$ cat config.mk
export PLATFORM = sky130hd
export DESIGN_NAME = write_poller
export DESIGN_NICKNAME = d
export VERILOG_FILES = /design/src/rtl/wpoll_pkg.sv /design/src/rtl/wpoll_phase_timer.sv /design/src/rtl/wpoll_detect.sv /design/src/rtl/wpoll_watchdog.sv /design/src/rtl/write_poller.sv
export SDC_FILE = /design/constraint.sdc
export NUM_CORES = 1
export LEC_CHECK = 0
export BUFFER_PORTS_ARGS = -buffer_cell sky130_fd_sc_hd__buf_2
export CAP_MARGIN = 20
export CORE_UTILIZATION = 30
export CTS_CLUSTER_DIAMETER = 200
export DETAILED_ROUTE_END_ITERATION = 6
export PLACE_DENSITY_LB_ADDON = 0.05
export SLEW_MARGIN = 30
export SYNTH_ARGS = -nofsm -noshare
export SYNTH_HDL_FRONTEND = slang
export SYNTH_SLANG_ARGS = --single-unit
export TNS_END_PERCENT = 100
$ cat constraint.sdc
create_clock -name clk -period 3.9 [get_ports clk]
set_input_delay 0.585 -clock clk [delete_from_list [all_inputs] [get_ports clk]]
set_output_delay 0.585 -clock clk [all_outputs]
set_load 0.1 [all_outputs]
$ cat src/rtl/wpoll_pkg.sv
package wpoll_pkg;
    typedef enum logic [2:0] {
        ST_IDLE  = 3'd0,
        ST_WSET  = 3'd1,
        ST_WLOW  = 3'd2,
        ST_WHIGH = 3'd3,
        ST_RSET  = 3'd4,
        ST_RLOW  = 3'd5,
        ST_RHIGH = 3'd6
    } poll_state_e;
endpackage

$ cat src/rtl/wpoll_phase_timer.sv
module wpoll_phase_timer #(
    parameter int PHASE_CLKS = 2
) (
    input  logic clk,
    input  logic rst_n,
    input  logic restart,
    output logic last
);
    localparam int CW = $clog2(PHASE_CLKS + 1);

    logic [CW-1:0] cnt_d, cnt_q;

    always_comb begin
        cnt_d = cnt_q;
        if (restart)
            cnt_d = CW'(PHASE_CLKS - 1);
        else if (cnt_q != '0)
            cnt_d = cnt_q - CW'(1);
    end

    always_ff @(posedge clk) begin
        if (!rst_n) cnt_q <= '0;
        else        cnt_q <= cnt_d;
    end

    assign last = (cnt_q == '0);
endmodule

$ cat src/rtl/wpoll_detect.sv
module wpoll_detect (
    input  logic       clk,
    input  logic       rst_n,
    input  logic       clear,
    input  logic       take,
    input  logic       toggle_mode,
    input  logic       ref7,
    input  logic [1:0] smp,
    output logic       hit
);
    typedef struct packed {
        logic prev6;
        logic have;
    } det_t;

    det_t r_d, r_q;

    always_comb begin
        r_d = r_q;
        if (clear) begin
            r_d.have = 1'b0;
        end else if (take) begin
            r_d.prev6 = smp[0];
            r_d.have  = 1'b1;
        end
        if (toggle_mode) hit = r_q.have && (smp[0] == r_q.prev6);
        else             hit = (smp[1] == ref7);
    end

    always_ff @(posedge clk) begin
        if (!rst_n) r_q <= '0;
        else        r_q <= r_d;
    end
endmodule

$ cat src/rtl/wpoll_watchdog.sv
module wpoll_watchdog #(
    parameter int LIMIT = 1000
) (
    input  logic clk,
    input  logic rst_n,
    input  logic run,
    output logic expired
);
    localparam int WW = $clog2(LIMIT + 1);

    logic [WW-1:0] cnt_d, cnt_q;

    assign expired = run && (cnt_q == WW'(LIMIT - 1));

    always_comb begin
        cnt_d = cnt_q;
        if (!run)         cnt_d = '0;
        else if (!expired) cnt_d = cnt_q + WW'(1);
    end

    always_ff @(posedge clk) begin
        if (!rst_n) cnt_q <= '0;
        else        cnt_q <= cnt_d;
    end
endmodule

$ cat src/rtl/write_poller.sv
module write_poller
    import wpoll_pkg::*;
#(
    parameter int ADDR_W       = 13,
    parameter int PAGE_W       = 6,
    parameter int PHASE_CLKS   = 2,
    parameter int WC_CLKS      = 1_000_000,
    parameter int TIMEOUT_MULT = 2
) (
    input  logic              clk,
    input  logic              rst_n,
    input  logic              req,
    input  logic [ADDR_W-1:0] req_addr,
    input  logic [PAGE_W-1:0] req_count,
    input  logic              req_toggle,
    output logic              ready,
    output logic [PAGE_W-1:0] byte_idx,
    input  logic [7:0]        byte_data,
    output logic              done,
    output logic              fail,
    output logic              mem_ce_n,
    output logic              mem_oe_n,
    output logic              mem_we_n,
    output logic [ADDR_W-1:0] mem_addr,
    output logic [7:0]        mem_dout,
    output logic              mem_drive,
    input  logic [1:0]        mem_din_hi
);
    localparam int TIMEOUT_CLKS = WC_CLKS * TIMEOUT_MULT;
    localparam int LOAD_GAP     = 3 * PHASE_CLKS;

    typedef struct packed {
        poll_state_e       st;
        logic [ADDR_W-1:0] base;
        logic [PAGE_W-1:0] last;
        logic [PAGE_W-1:0] idx;
        logic              toggle;
        logic              ref7;
        logic              hit;
        logic              done;
        logic              fail;
    } regs_t;

    regs_t r_d, r_q;
    logic  phase_last, take, det_hit, polling, writing, wd_expired, restart;

    assign polling = (r_q.st == ST_RSET) || (r_q.st == ST_RLOW) || (r_q.st == ST_RHIGH);
    assign writing = (r_q.st == ST_WSET) || (r_q.st == ST_WLOW) || (r_q.st == ST_WHIGH);
    assign restart = (r_d.st != r_q.st) || (r_q.st == ST_IDLE);

    wpoll_phase_timer #(.PHASE_CLKS(PHASE_CLKS)) u_timer (
        .clk(clk), .rst_n(rst_n), .restart(restart), .last(phase_last)
    );

    wpoll_detect u_detect (
        .clk(clk), .rst_n(rst_n), .clear(r_q.st == ST_IDLE), .take(take),
        .toggle_mode(r_q.toggle), .ref7(r_q.ref7), .smp(mem_din_hi), .hit(det_hit)
    );

    wpoll_watchdog #(.LIMIT(TIMEOUT_CLKS)) u_wd (
        .clk(clk), .rst_n(rst_n), .run(polling), .expired(wd_expired)
    );

    always_comb begin
        r_d      = r_q;
        r_d.done = 1'b0;
        r_d.fail = 1'b0;
        take     = 1'b0;
        unique case (r_q.st)
            ST_IDLE: if (req) begin
                r_d.st     = ST_WSET;
                r_d.base   = req_addr;
                r_d.last   = req_count;
                r_d.idx    = '0;
                r_d.toggle = req_toggle;
                r_d.hit    = 1'b0;
            end
            ST_WSET: if (phase_last) r_d.st = ST_WLOW;
            ST_WLOW: if (phase_last) r_d.st = ST_WHIGH;
            ST_WHIGH: if (phase_last) begin
                if (r_q.idx == r_q.last) begin
                    r_d.ref7 = byte_data[7];
                    r_d.st   = ST_RSET;
                end else begin
                    r_d.idx = r_q.idx + PAGE_W'(1);
                    r_d.st  = ST_WSET;
                end
            end
            ST_RSET: if (phase_last) r_d.st = ST_RLOW;
            ST_RLOW: if (phase_last) begin
                take    = 1'b1;
                r_d.hit = det_hit;
                r_d.st  = ST_RHIGH;
            end
            ST_RHIGH: if (phase_last) begin
                if (r_q.hit) begin
                    r_d.st   = ST_IDLE;
                    r_d.done = 1'b1;
                end else begin
                    r_d.st = ST_RSET;
                end
            end
            default: r_d.st = ST_IDLE;
        endcase
        if (wd_expired && r_d.st != ST_IDLE) begin
            r_d.st   = ST_IDLE;
            r_d.done = 1'b1;
            r_d.fail = 1'b1;
        end
    end

    always_ff @(posedge clk) begin
        if (!rst_n) r_q <= '0;
        else        r_q <= r_d;
    end

    assign ready     = (r_q.st == ST_IDLE);
    assign byte_idx  = r_q.idx;
    assign done      = r_q.done;
    assign fail      = r_q.fail;
    assign mem_ce_n  = (r_q.st == ST_IDLE);
    assign mem_we_n  = (r_q.st != ST_WLOW);
    assign mem_oe_n  = (r_q.st != ST_RLOW);
    assign mem_drive = writing;
    assign mem_dout  = byte_data;
    assign mem_addr  = {r_q.base[ADDR_W-1:PAGE_W], r_q.base[PAGE_W-1:0] + r_q.idx};

    // load-spacing monitor used only by the assertion below
    logic [15:0] gap_q;
    logic        seen_q, we_prev_q;
    always_ff @(posedge clk) begin
        if (!rst_n || r_q.st == ST_IDLE) begin
            gap_q <= '0; seen_q <= 1'b0; we_prev_q <= 1'b1;
        end else begin
            we_prev_q <= mem_we_n;
            if (!mem_we_n && we_prev_q) begin
                gap_q <= '0; seen_q <= 1'b1;
            end else if (gap_q != 16'hFFFF) begin
                gap_q <= gap_q + 16'd1;
            end
        end
    end


    oe_high_in_strobe_chk: assert property (@(posedge clk) disable iff (!rst_n)
        !mem_we_n |-> (mem_oe_n && !mem_ce_n));

    read_we_high_chk: assert property (@(posedge clk) disable iff (!rst_n)
        !mem_oe_n |-> (mem_we_n && !mem_ce_n && !mem_drive));

    done_single_chk: assert property (@(posedge clk) disable iff (!rst_n)
        done |=> !done);

    page_stable_chk: assert property (@(posedge clk) disable iff (!rst_n)
        (writing && $past(writing)) |-> $stable(mem_addr[ADDR_W-1:PAGE_W]));

    fail_release_chk: assert property (@(posedge clk) disable iff (!rst_n)
        fail |-> (done && mem_ce_n && mem_oe_n));

    load_gap_chk: assert property (@(posedge clk) disable iff (!rst_n)
        (!mem_we_n && we_prev_q && seen_q) |-> (gap_q == 16'(LOAD_GAP - 1)));
endmodule

Yosys cells after proc, flatten, opt, wreduce, memory -nomap -nowiden:

Cells that the tools add are included.

* register bits: 58
* input bits: 33
* output and inout bits: 34
* word-level logic and storage cells: 86

* $add $sub $neg: 4
* eq/ne operators: 17
* multiplexer cells: 26
* bitwise gates (word level): 2
* reductions and logical operators: 23

Operator list (count)
* $mux W29: 1
* $mux W3: 9
* $add A21 B1 Y21 const B: 1
* $eq A21 B21 Y1 const B: 1
* $pmux W3 S7: 1
* $mux W6: 2
* $pmux W6 S2: 1
* $mux W1: 10
* $eq A3 B3 Y1 const B: 3
* $ne A2 B2 Y1 const B: 4
* $reduce_bool A2 Y1: 4
* $add A6 B1 Y6 const B: 1
* $add A6 B6 Y6: 1
* $eq A3 B2 Y1 const B: 2
* $eq A6 B6 Y1: 1
* $reduce_and A2 Y1: 3
* $reduce_and A3 Y1: 2
* $logic_or A1 B1 Y1: 5
* $reduce_and A4 Y1: 1
* $reduce_or A2 Y1: 2
* $eq A3 B1 Y1 const B: 1
* $logic_and A1 B1 Y1: 3
* $logic_not A3 Y1: 1
* $ne A3 B2 Y1 const B: 1
* other kinds (9): 11

Depth between registers and ports, before layout:

Gate-level depths: netlist (run 1).

* word-level depth: 10
* depth in mapped cells: 7
* gate-level depth less buffers: 7

Cells and area by module:

A second synthesis (run 1) with hierarchy kept.

* cells, all modules: 389
* area, all modules: 3228.1 um^2

By module, submodules not included
* write_poller: instances 1, cells an instance 244, area an instance 1920.6 um^2, seq. area each 660.6 um^2
* wpoll_watchdog: instances 1, cells an instance 123, area an instance 1084.8 um^2, seq. area each 420.4 um^2
* wpoll_phase_timer: instances 1, cells an instance 11, area an instance 113.9 um^2, seq. area each 40.0 um^2
* wpoll_detect: instances 1, cells an instance 11, area an instance 108.9 um^2, seq. area each 40.0 um^2

Least setup slack after synthesis (run 1):

OpenSTA, ideal clock, no wires.

* path kind: register to output
* start point: register r_q[31] (netlist bit)
* end point: output ready
* arrival: 3.323 ns
* data required time: 3.315 ns
* slack: -0.008 ns
* stages on the path, launching flop included: 4
* path buffers: 2
* path through: dfxtp_1 clkbuf_1 nor3_1 buf_4

* longest elaborated chain between the ends: 1

RTL lines
* start, declared: RTL line write_poller.sv:44 `regs_t r_d, r_q;`
* start signal, assigned: RTL line write_poller.sv:114 `else r_q <= r_d;`
* $logic_not A3 Y1
* end, declared: RTL line write_poller.sv:16 `output logic ready,`

No other way between the ends.

Final worst setup path (run 1):

* start point: register r_q (netlist bit byte_idx[0])
* end point: output mem_addr[4]

* longest elaborated chain between the ends: 1

RTL lines
* $add A6 B6 Y6: RTL line write_poller.sv:126 `assign mem_addr = {r_q.base[ADDR_W-1:PAGE_W], r_q.base[PAGE_W-1:0] + r_q.idx};`
* end, declared: RTL line write_poller.sv:24 `output logic [ADDR_W-1:0] mem_addr,`

No other way between the ends.

==> results.json, run 1 <==
{
  "total_power_mw": 1.536,
  "cts-root-buf": "clkbuf_8",
  "dieHeight_um": 103.6,
  "initial_core_util_pct": 31.37,
  "syn_avg_cell_area_um2": 8.295,
  "area_growth_pct": 13.87,
  "route.detailed.wl_per_inst_um": 13.31,
  "crit_fanout": 8,
  "die-area_mm2": 0.01072,
  "dpl.hpwl_um": 5116,
  "grt_overflow_total": 0,
  "clock_sinks": 58,
  "criticalPathCategory": "reg -> out",
  "drive_above_1_share_pct": 20.05,
  "finClkSkew_ns": 0.01188,
  "ir_drop_v": 0.0001985,
  "drc": 0,
  "cp.arrival_ns": 2.35,
  "nets": 442,
  "hold_depth": 2,
  "antenna_found_initial": 0,
  "start_kind": "flop",
  "grt_usage_pct": 14.10,
  "ys_ff_latch": 58,
  "r2r_slack_ns": 1.46,
  "crit_path_end_kind": "output pin",
  "final_hold_viol_count": 0,
  "core_mm2": 0.009864,
  "drt_iter0_markers": 86,
  "relSlewSlack_pct": 57.51,
  "crit_required_ns": 3.31,
  "ys_warn_count": 0,
  "dr_total_vias": 2556,
  "grt_max_degree": 35,
  "hold_start": "mem_addr[12]",
  "r2r-end": "byte_idx[0]",
  "clockBufferDepth": 2,
  "n_antenna_cell": 0,
  "max_freq_mhz": 340.8,
  "r2r_cells": 5,
  "cap_viol_max_count": 0,
  "period_minus_slack_ns": 2.935,
  "h-tree-depth": 3,
  "gp_congestion": 0.7404,
  "slew_violations": 0,
  "synth-edff-count": 0,
  "netlist_instances": 373,
  "cts_resized": 0,
  "worstHoldEndpoint": "mem_addr[12]",
  "layout_commonest_cell": "nand2_1",
  "viasPerCell": 4.760,
  "fin_setup_tns_ns": 0,
  "async_flop_share_pct": 0,
  "hp-class": "reg -> reg",
  "cts_tree": "done",
  "layout_common_cells": "60 x nand2_1, 58 x dfxtp_1, 52 x buf_2",
  "final_antenna_net_count": 0,
  "die_width_um": 103.6,
  "synth_ff_type": "dfxtp_1",
  "period_share_pct": 75.25,
  "cts_made_buffers": 9,
  "first_pass_iters": 4,
  "leakage_nw": 1.366,
  "yosysUniqueCellTypes": 54,
  "finalSetupViolations": 0,
  "rsz0062_at_grt": "no",
  "postCtsHoldBufs": 0,
  "power_density_mw_per_mm2": 435.9,
  "grt_pass1_vias": 2491,
  "path_clk_slew_ns": 0.07,
  "synth_area_mm2": 0.003094,
  "rows": 36,
  "syn_nets": 415,
  "ys_seq_area_share_pct": 37.53,
  "r2r-start": "r_q[32]",
  "grt_pass1_wl_um": 12170,
  "io_pins": 67,
  "place.port_buffers": 52,
  "outcome": "finished, final reports clean",
  "worst_pin_slew_ns": 0.6347,
  "nFillCells": 1058,
  "clock_latency_ns": 0.34,
  "routed_wl_um": 7147,
  "post-cts-setup-buffers": 0
}
## power breakdown
part	total [mW]	switching, mW	internal [mW]	leakage [nW]
clock network	0.599	0.246	0.352	0.105
logic	0.301	0.230	0.0710	0.790
registers	0.637	0.0229	0.614	0.471
## stage by stage
step	worst slack (ns)	hold slack [ns]	instance area [µm²]	utilization (%)	instances
final	0.9653	0.4610	3523	35.72	537
after global routing	0.7933	0.4852	3523	35.72	537
after CTS	0.9393	0.4683	3523	35.72	537
after detailed placement	1.332	0.4579	3317	33.63	522
after global placement	1.367	0.4510	3317	33.63	522
after floorplan	0.4908	0.4438	3099	-	373
## worst max-delay path, cell delays in order (launching register included)
cell     delay [ns]
dfxtp_1        0.49
ha_1           0.23
inv_1          0.06
fa_1           0.40
inv_1          0.07
a21o_1         0.10
a21oi_1        0.07
xnor2_1        0.14
buf_2          0.44
## worst max path at each step
stage | from | end | slack (ns)
3_3_place_gp | byte_idx[1] | mem_addr[5] | 1.37
3_5_place_dp | byte_idx[1] | mem_addr[5] | 1.33
4_1_cts | byte_idx[0] | mem_addr[4] | 0.94
5_1_grt | byte_idx[0] | mem_addr[4] | 0.79
2_1_floorplan | byte_idx[0] | mem_addr[4] | 0.49
6_report | byte_idx[0] | mem_addr[4] | 0.97
## logic make-up (layout without fill, tap and decap cells)
group	count (synthesis)	count (layout)	synth area share [%]
buffers and inverters	50	81	9.098
and+or+nand+nor	151	151	24.71
muxes	4	4	1.334
adders and majority gates	9	9	3.882
xor gates and xnor gates	24	24	6.793
DFF	58	58	37.53
AOI/OAI and AO/OA	77	77	16.66
## synthesized netlist by cell type (2+ instances only)
| cell | count | share of area (%) |
|---|---|---|
| nor3_1 | 5 | 0.81 |
| ha_1 | 8 | 3.2 |
| nand4_1 | 5 | 1.0 |
| a31oi_1 | 3 | 0.61 |
| o21ai_0 | 13 | 2.1 |
| nand2_1 | 60 | 7.3 |
| buf_2 | 3 | 0.49 |
| nor4b_1 | 2 | 0.57 |
| clkbuf_1 | 13 | 1.6 |
| inv_1 | 11 | 1.3 |
| o21a_1 | 2 | 0.49 |
| dfxtp_1 | 58 | 38 |
| and3_1 | 3 | 0.61 |
| nor3b_1 | 2 | 0.49 |
| nand2b_1 | 2 | 0.40 |
| nand3_1 | 17 | 2.7 |
| o31ai_1 | 3 | 0.73 |
| or2_2 | 2 | 0.40 |
| a21o_1 | 2 | 0.49 |
| nor2_1 | 21 | 2.5 |
| a21boi_0 | 20 | 4.9 |
| nor2b_1 | 3 | 0.61 |
| or4_1 | 4 | 0.97 |
| mux2i_1 | 3 | 0.97 |
| and2_1 | 5 | 1.0 |
| xor2_1 | 10 | 2.8 |
| nand3b_1 | 2 | 0.49 |
| a21oi_1 | 20 | 3.2 |
| buf_4 | 22 | 5.3 |
| xnor2_1 | 14 | 4.0 |
| o211ai_1 | 2 | 0.49 |
| or3_1 | 11 | 2.2 |
## state kept, by name (all words and copies together), names as in the netlist
signal and count:
u_wd.cnt_q 21, r_q 18, mem_addr 7, byte_idx 6, u_detect.r_q 2, u_timer.cnt_q 2
done 1, fail 1
## metal layers
layer,GRT usage (%),vias up,share of wire (%),wire length [µm]
li1,-,1319,-,-
met1,17.88,1187,48,3437
met2,23.11,41,47,3327
met3,3.587,9,4.0,287
met4,4.969,0,1.3,94
met5,0,-,0,0
## layout make-up
type                    instances  area, µm²  share of cell area, %
clock buffers                   9      123.9                  3.516
repair buffers                 55      282.8                  8.026
inverters                      11      41.29                  1.172
flip-flops and latches         58       1161                  32.95
well taps                     133      166.4                  4.723
clock inverters                 6      82.58                  2.344
multi-input cells             265       1665                  47.27
Note: power is estimated with default switching activity, not from simulation.
==> run 2, diff against run 1 <==
clock period = 2.7 ns   (was 3.9 ns; I/O delays follow)
==> run 2 against run 1 <==
Compared with the run above:
- clock power up 14%
- utilization up 0.66 points
- register-to-register slack worse by 0.82 ns
- count of clock-buffer cells in the layout up 4
- total power up 34%
- final cell count up 0.93%
- largest power group unchanged
- sequential power up 44%
- critical path type unchanged
- critical endpoint is now mem_addr[5]
- sequential share of layout area down 0.60 points
==> results.json, run 2 (synthesis results as in run 1) <==
{
  "area_growth_pct": 15.97,
  "period_minus_slack_ns": 2.468,
  "leakage_nw": 1.420,
  "finalWorstSetupSlack_ns": 0.2321,
  "antenna_found_initial": 0,
  "dpl.hpwl_um": 4892,
  "hp-class": "in -> reg",
  "postCtsHoldBufs": 0,
  "clkPwrFrac_pct": 33.2,
  "r2r-start": "r_q[30]",
  "cts-root-buf": "clkbuf_8",
  "place.port_buffers": 52,
  "outcome": "finished, final reports clean",
  "hold_start": "req_addr[1]",
  "drc": 0,
  "dr_total_vias": 2568,
  "fin_util_pct": 36.38,
  "ir_drop_v": 0.0001688,
  "worstSetupStartpoint": "byte_idx[1]",
  "layout_commonest_cell": "nand2_1",
  "seqPwrFrac_pct": 44.7,
  "crit_fanout": 2,
  "p_sw_share_pct": 33.14,
  "crit_required_ns": 2.30,
  "cap_viol_max_count": 0,
  "grt_pass1_wl_um": 12030,
  "clockBufferDepth": 2,
  "clock_latency_ns": 0.33,
  "initial_core_util_pct": 31.37,
  "post-cts-setup-buffers": 0,
  "routed_wl_um": 6931,
  "gp_congestion": 0.6999,
  "grt_overflow_total": 0,
  "cts_made_buffers": 9,
  "drt_iter0_markers": 66,
  "largest_reg_flops": 21,
  "relSlewSlack_pct": 51.74,
  "layout_common_cells": "60 x nand2_1, 58 x dfxtp_1, 50 x buf_2",
  "finClkSkew_ns": 0.006718,
  "top_register": "u_wd.cnt_q",
  "first_pass_iters": 5,
  "power_density_mw_per_mm2": 572.6,
  "die_width_um": 103.6,
  "switching_power_mw": 0.6809,
  "grt_util_met3_pct": 3.084,
  "top_usage_layer": "met2",
  "crit_path_end_kind": "output pin",
  "rsz0062_at_grt": "no",
  "start_kind": "flop",
  "worst_pin_slew_ns": 0.7183,
  "nets": 449,
  "viasPerCell": 4.738,
  "slew_violations": 0,
  "clock_sinks": 58,
  "rows": 36,
  "final_antenna_net_count": 0,
  "final_hold_viol_count": 0,
  "die-area_mm2": 0.01072,
  "dieHeight_um": 103.6,
  "drive_above_1_share_pct": 21.27,
  "cts_tree": "done",
  "criticalPathCategory": "reg -> out",
  "period_share_pct": 91.41,
  "core_mm2": 0.009864,
  "place_ws_ns": 0.5644,
  "placed_cell_area_mm2": 0.003430,
  "n_antenna_cell": 0,
  "route.detailed.wl_per_inst_um": 12.79,
  "io_pins": 67,
  "grt_usage_pct": 13.97,
  "path_clk_slew_ns": 0.06,
  "max_freq_mhz": 405.2,
  "grt_max_degree": 34,
  "stdcell_area_mm2": 0.003588,
  "cp.arrival_ns": 2.06,
  "grt_util_met2_pct": 21.67,
  "p_int_mw": 1.374,
  "comb_power_share_pct": 22.1,
  "grt_pass1_vias": 2471,
  "grtUsageMet1_pct": 18.46,
  "h-tree-depth": 3,
  "finalSetupViolations": 0,
  "cts_resized": 0
}
==> run 2: cell count changes in the layout (fill, tap and decap cells not counted), moves of 2 or more <==
cell and change:
buf_4 +7, xnor2_1 -4, xnor2_2 +4, clkinv_2 -3
buf_12 +2, buf_2 -2, bufinv_16 -2, clkbuf_1 +2
clkbuf_8 +2
==> run 2: through the flow <==
| stage | instances | hold WS [ns] | power, mW | TNS (ns) |
|---|---|---|---|---|
| after floorplan | 373 | 0.4438 | 1.358 | -0.01109 |
| after global placement | 529 | 0.4469 | 1.399 | 0 |
| after detailed placement | 529 | 0.4564 | 1.399 | 0 |
| after CTS | 542 | 0.3005 | 2.101 | 0 |
| after global routing | 542 | 0.3155 | 2.162 | 0 |
| final | 542 | 0.3206 | 2.055 | 0 |
==> run 2: path summary, 6_finish.rpt <==
kind                   endpoint  slack [ns]  cells past startpoint
hold / removal          r_q[18]        0.32                      3
setup reg to reg  u_wd.cnt_q[9]        0.64                      6
hold reg to reg     mem_addr[7]        0.46                      2
setup / recovery    mem_addr[5]        0.23                      7
==> run 2: worst max-delay path: stages (launching register included) <==
cell and delay (ns):
dfxtp_1 0.31, ha_1 0.28, a21o_1 0.18, a21oi_1 0.27, o21bai_1 0.11, a21oi_1 0.23, xnor2_2 0.16, buf_12 0.20
==> run 2: power by group through the flow <==
| stage | registers, mW | clock network (mW) | logic (mW) |
|---|---|---|---|
| final | 0.919 | 0.681 | 0.454 |
| after CTS | 0.919 | 0.720 | 0.462 |
| after floorplan | 0.922 | 0 | 0.436 |
| after detailed placement | 0.939 | 0 | 0.461 |
| after global routing | 0.925 | 0.745 | 0.492 |
| after global placement | 0.938 | 0 | 0.461 |
==> run 2: routing by layer <==
| layer | vias to the layer above | wire length (µm) |
|---|---|---|
| met3 | 10 | 269 |
| met4 | 0 | 121 |
| li1 | 1331 | - |
| met1 | 1171 | 3431 |
| met5 | - | 0 |
| met2 | 56 | 3109 |
==> run 2: area by class of cell <==
cell class	instances	area (µm²)
Clock buffer	13	158.9
Fill cell	1057	6276
Inverter	11	41.29
Multi-Input combinational cell	265	1695
Sequential cell	58	1161
Tap cell	133	166.4
Timing Repair Buffer	62	365.4
==> run 3, diff against run 2 <==
clock period = 3.05 ns   (was 2.7 ns; I/O delays follow)
==> run 3 against run 2 <==
Compared with the run above:
- global-route usage rose by 0.57 points
- final area fell by 0.63%
- clock power rose by 18%
- final cell count fell by 0.37%
- die area did not move
- setup slack improved by 0.021 ns
- register-to-register slack improved by 0.28 ns
- clock skew rose by 0.0043 ns
- hold slack improved by 0.039 ns
- total power fell by 2.3%
- sequential cell count did not move
- critical path depth rose by 1
- critical endpoint is now mem_addr[4]
- largest cell class unchanged
- highest routed layer unchanged
==> results.json, run 3 (synthesis results as in run 1) <==
{
  "p_sw_share_pct": 32.30,
  "core_mm2": 0.009864,
  "cp.arrival_ns": 2.34,
  "start_kind": "flop",
  "crit_fanout": 8,
  "dr_total_vias": 2548,
  "period_minus_slack_ns": 2.797,
  "finalSetupViolations": 0,
  "die_width_um": 103.6,
  "seqPwrFrac_pct": 40.6,
  "drive_above_1_share_pct": 20.64,
  "worstHoldEndpoint": "r_q[14]",
  "crit_path_end_kind": "output pin",
  "die-area_mm2": 0.01072,
  "final_antenna_net_count": 0,
  "slew_violations": 0,
  "viasPerCell": 4.719,
  "cts-root-buf": "clkbuf_8",
  "h-tree-depth": 3,
  "grt_pass1_wl_um": 12340,
  "finClkSkew_ns": 0.01105,
  "crit_required_ns": 2.59,
  "r2r-end": "byte_idx[4]",
  "leakage_nw": 1.397,
  "dpl.hpwl_um": 5046,
  "rows": 36,
  "top_register": "u_wd.cnt_q",
  "hp-class": "in -> reg",
  "postCtsHoldBufs": 0,
  "rsz0062_at_grt": "no",
  "io_pins": 67,
  "place.port_buffers": 52,
  "cts_tree": "done",
  "switching_power_mw": 0.6482,
  "final_hold_viol_count": 0,
  "hold_start": "req_count[3]",
  "p_int_mw": 1.359,
  "clockBufferDepth": 2,
  "nets": 444,
  "ir_drop_v": 0.0002366,
  "fin_util_pct": 36.15,
  "power_density_mw_per_mm2": 562.8,
  "grt_overflow_total": 0,
  "path_clk_slew_ns": 0.07,
  "fin_setup_tns_ns": 0,
  "route.detailed.wl_per_inst_um": 13.64,
  "grt_max_degree": 34,
  "cap_viol_max_count": 0,
  "grt_pass1_vias": 2448,
  "dieHeight_um": 103.6,
  "drt_iter0_markers": 60,
  "criticalPathCategory": "reg -> out",
  "antenna_found_initial": 0,
  "clock_latency_ns": 0.34,
  "layout_common_cells": "60 x nand2_1, 58 x dfxtp_1, 52 x buf_2",
  "initial_core_util_pct": 31.37,
  "gp_congestion": 0.7661,
  "r2r_slack_ns": 0.92,
  "clock_sinks": 58,
  "period_share_pct": 91.70,
  "n_antenna_cell": 0,
  "post-cts-setup-buffers": 0,
  "largest_reg_flops": 21,
  "max_freq_mhz": 357.5,
  "cts_made_buffers": 9,
  "drc": 0,
  "relSlewSlack_pct": 55.81,
  "r2r_cells": 6,
  "worst_pin_slew_ns": 0.6620,
  "nFillCells": 1058,
  "clkPwrFrac_pct": 39.9,
  "routed_wl_um": 7363,
  "cts_resized": 0,
  "first_pass_iters": 4,
  "r2r-start": "r_q[32]",
  "hold_slack_ns": 0.3596,
  "comb_power_share_pct": 19.5,
  "area_growth_pct": 15.24,
  "hold_depth": 3,
  "grt_usage_pct": 14.54,
  "layout_commonest_cell": "nand2_1",
  "outcome": "finished, final reports clean"
}
[run 3: cell types whose count changed in the layout (fill, tap and decap cells not counted), sizes merged]
cell | previous run | this run
clkinvlp | 0 | 1
buf | 62 | 57
clkinv | 0 | 2
clkbuf | 13 | 11
bufinv | 0 | 2
[run 3: layout make-up]
class                      instances  area [µm²]  share of cell area, %
clock buffer                      11       141.4                  3.965
clock inverter                     5       77.57                  2.175
inverter                          11       41.29                  1.158
multi-input combinational        265        1680                  47.12
sequential                        58        1161                  32.56
tap                              133       166.4                  4.667
timing repair buffer              57       297.8                  8.351
[run 3: worst max path at each step]
stage	startpoint	to	slack (ns)	cells after the start
after detailed placement	byte_idx[1]	mem_addr[5]	0.60	7
after global routing	byte_idx[0]	mem_addr[4]	0.1	8
final	byte_idx[0]	mem_addr[4]	0.25	8
after global placement	byte_idx[1]	mem_addr[5]	0.64	7
after floorplan	byte_idx[1]	mem_addr[5]	0.002	6
after CTS	byte_idx[1]	mem_addr[5]	0.23	7
[run 3: metrics by stage]
| step | power (mW) | area [µm²] | setup slack (ns) | cells |
|---|---|---|---|---|
| CTS | 2.045 | 3566 | 0.2309 | 540 |
| detailed placement | 1.229 | 3347 | 0.6024 | 524 |
| global placement | 1.228 | 3347 | 0.6436 | 524 |
| finish | 2.007 | 3566 | 0.2530 | 540 |
| global route | 2.106 | 3566 | 0.09682 | 540 |
| floorplan | 1.201 | 3114 | 0.002326 | 373 |
[run 3: power by group through the flow]
stage               clock (mW)  combinational (mW)  sequential (mW)
global placement             0               0.396            0.832
detailed placement           0               0.397            0.832
floorplan                    0               0.384            0.816
CTS                      0.832               0.398            0.815
global route             0.864               0.422            0.819
finish                   0.801               0.391            0.815
[run 3: worst max-delay path, cell delays in order, from the launching register on]
cell	delay, ns
dfxtp_1	0.49
ha_1	0.22
inv_1	0.05
fa_1	0.42
inv_1	0.08
a21o_1	0.10
a21oi_1	0.09
xnor2_2	0.12
buf_2	0.43
[run 3: metal layers]
metal | part of all wire (%) | vias up | wire [µm] | global-route usage, %
li1 | - | 1328 | - | -
met1 | 51 | 1175 | 3726 | 19.45
met2 | 44 | 36 | 3258 | 22.00
met3 | 3.8 | 9 | 280 | 4.028
met4 | 1.3 | 0 | 97 | 5.797
met5 | 0 | - | 0 | 0
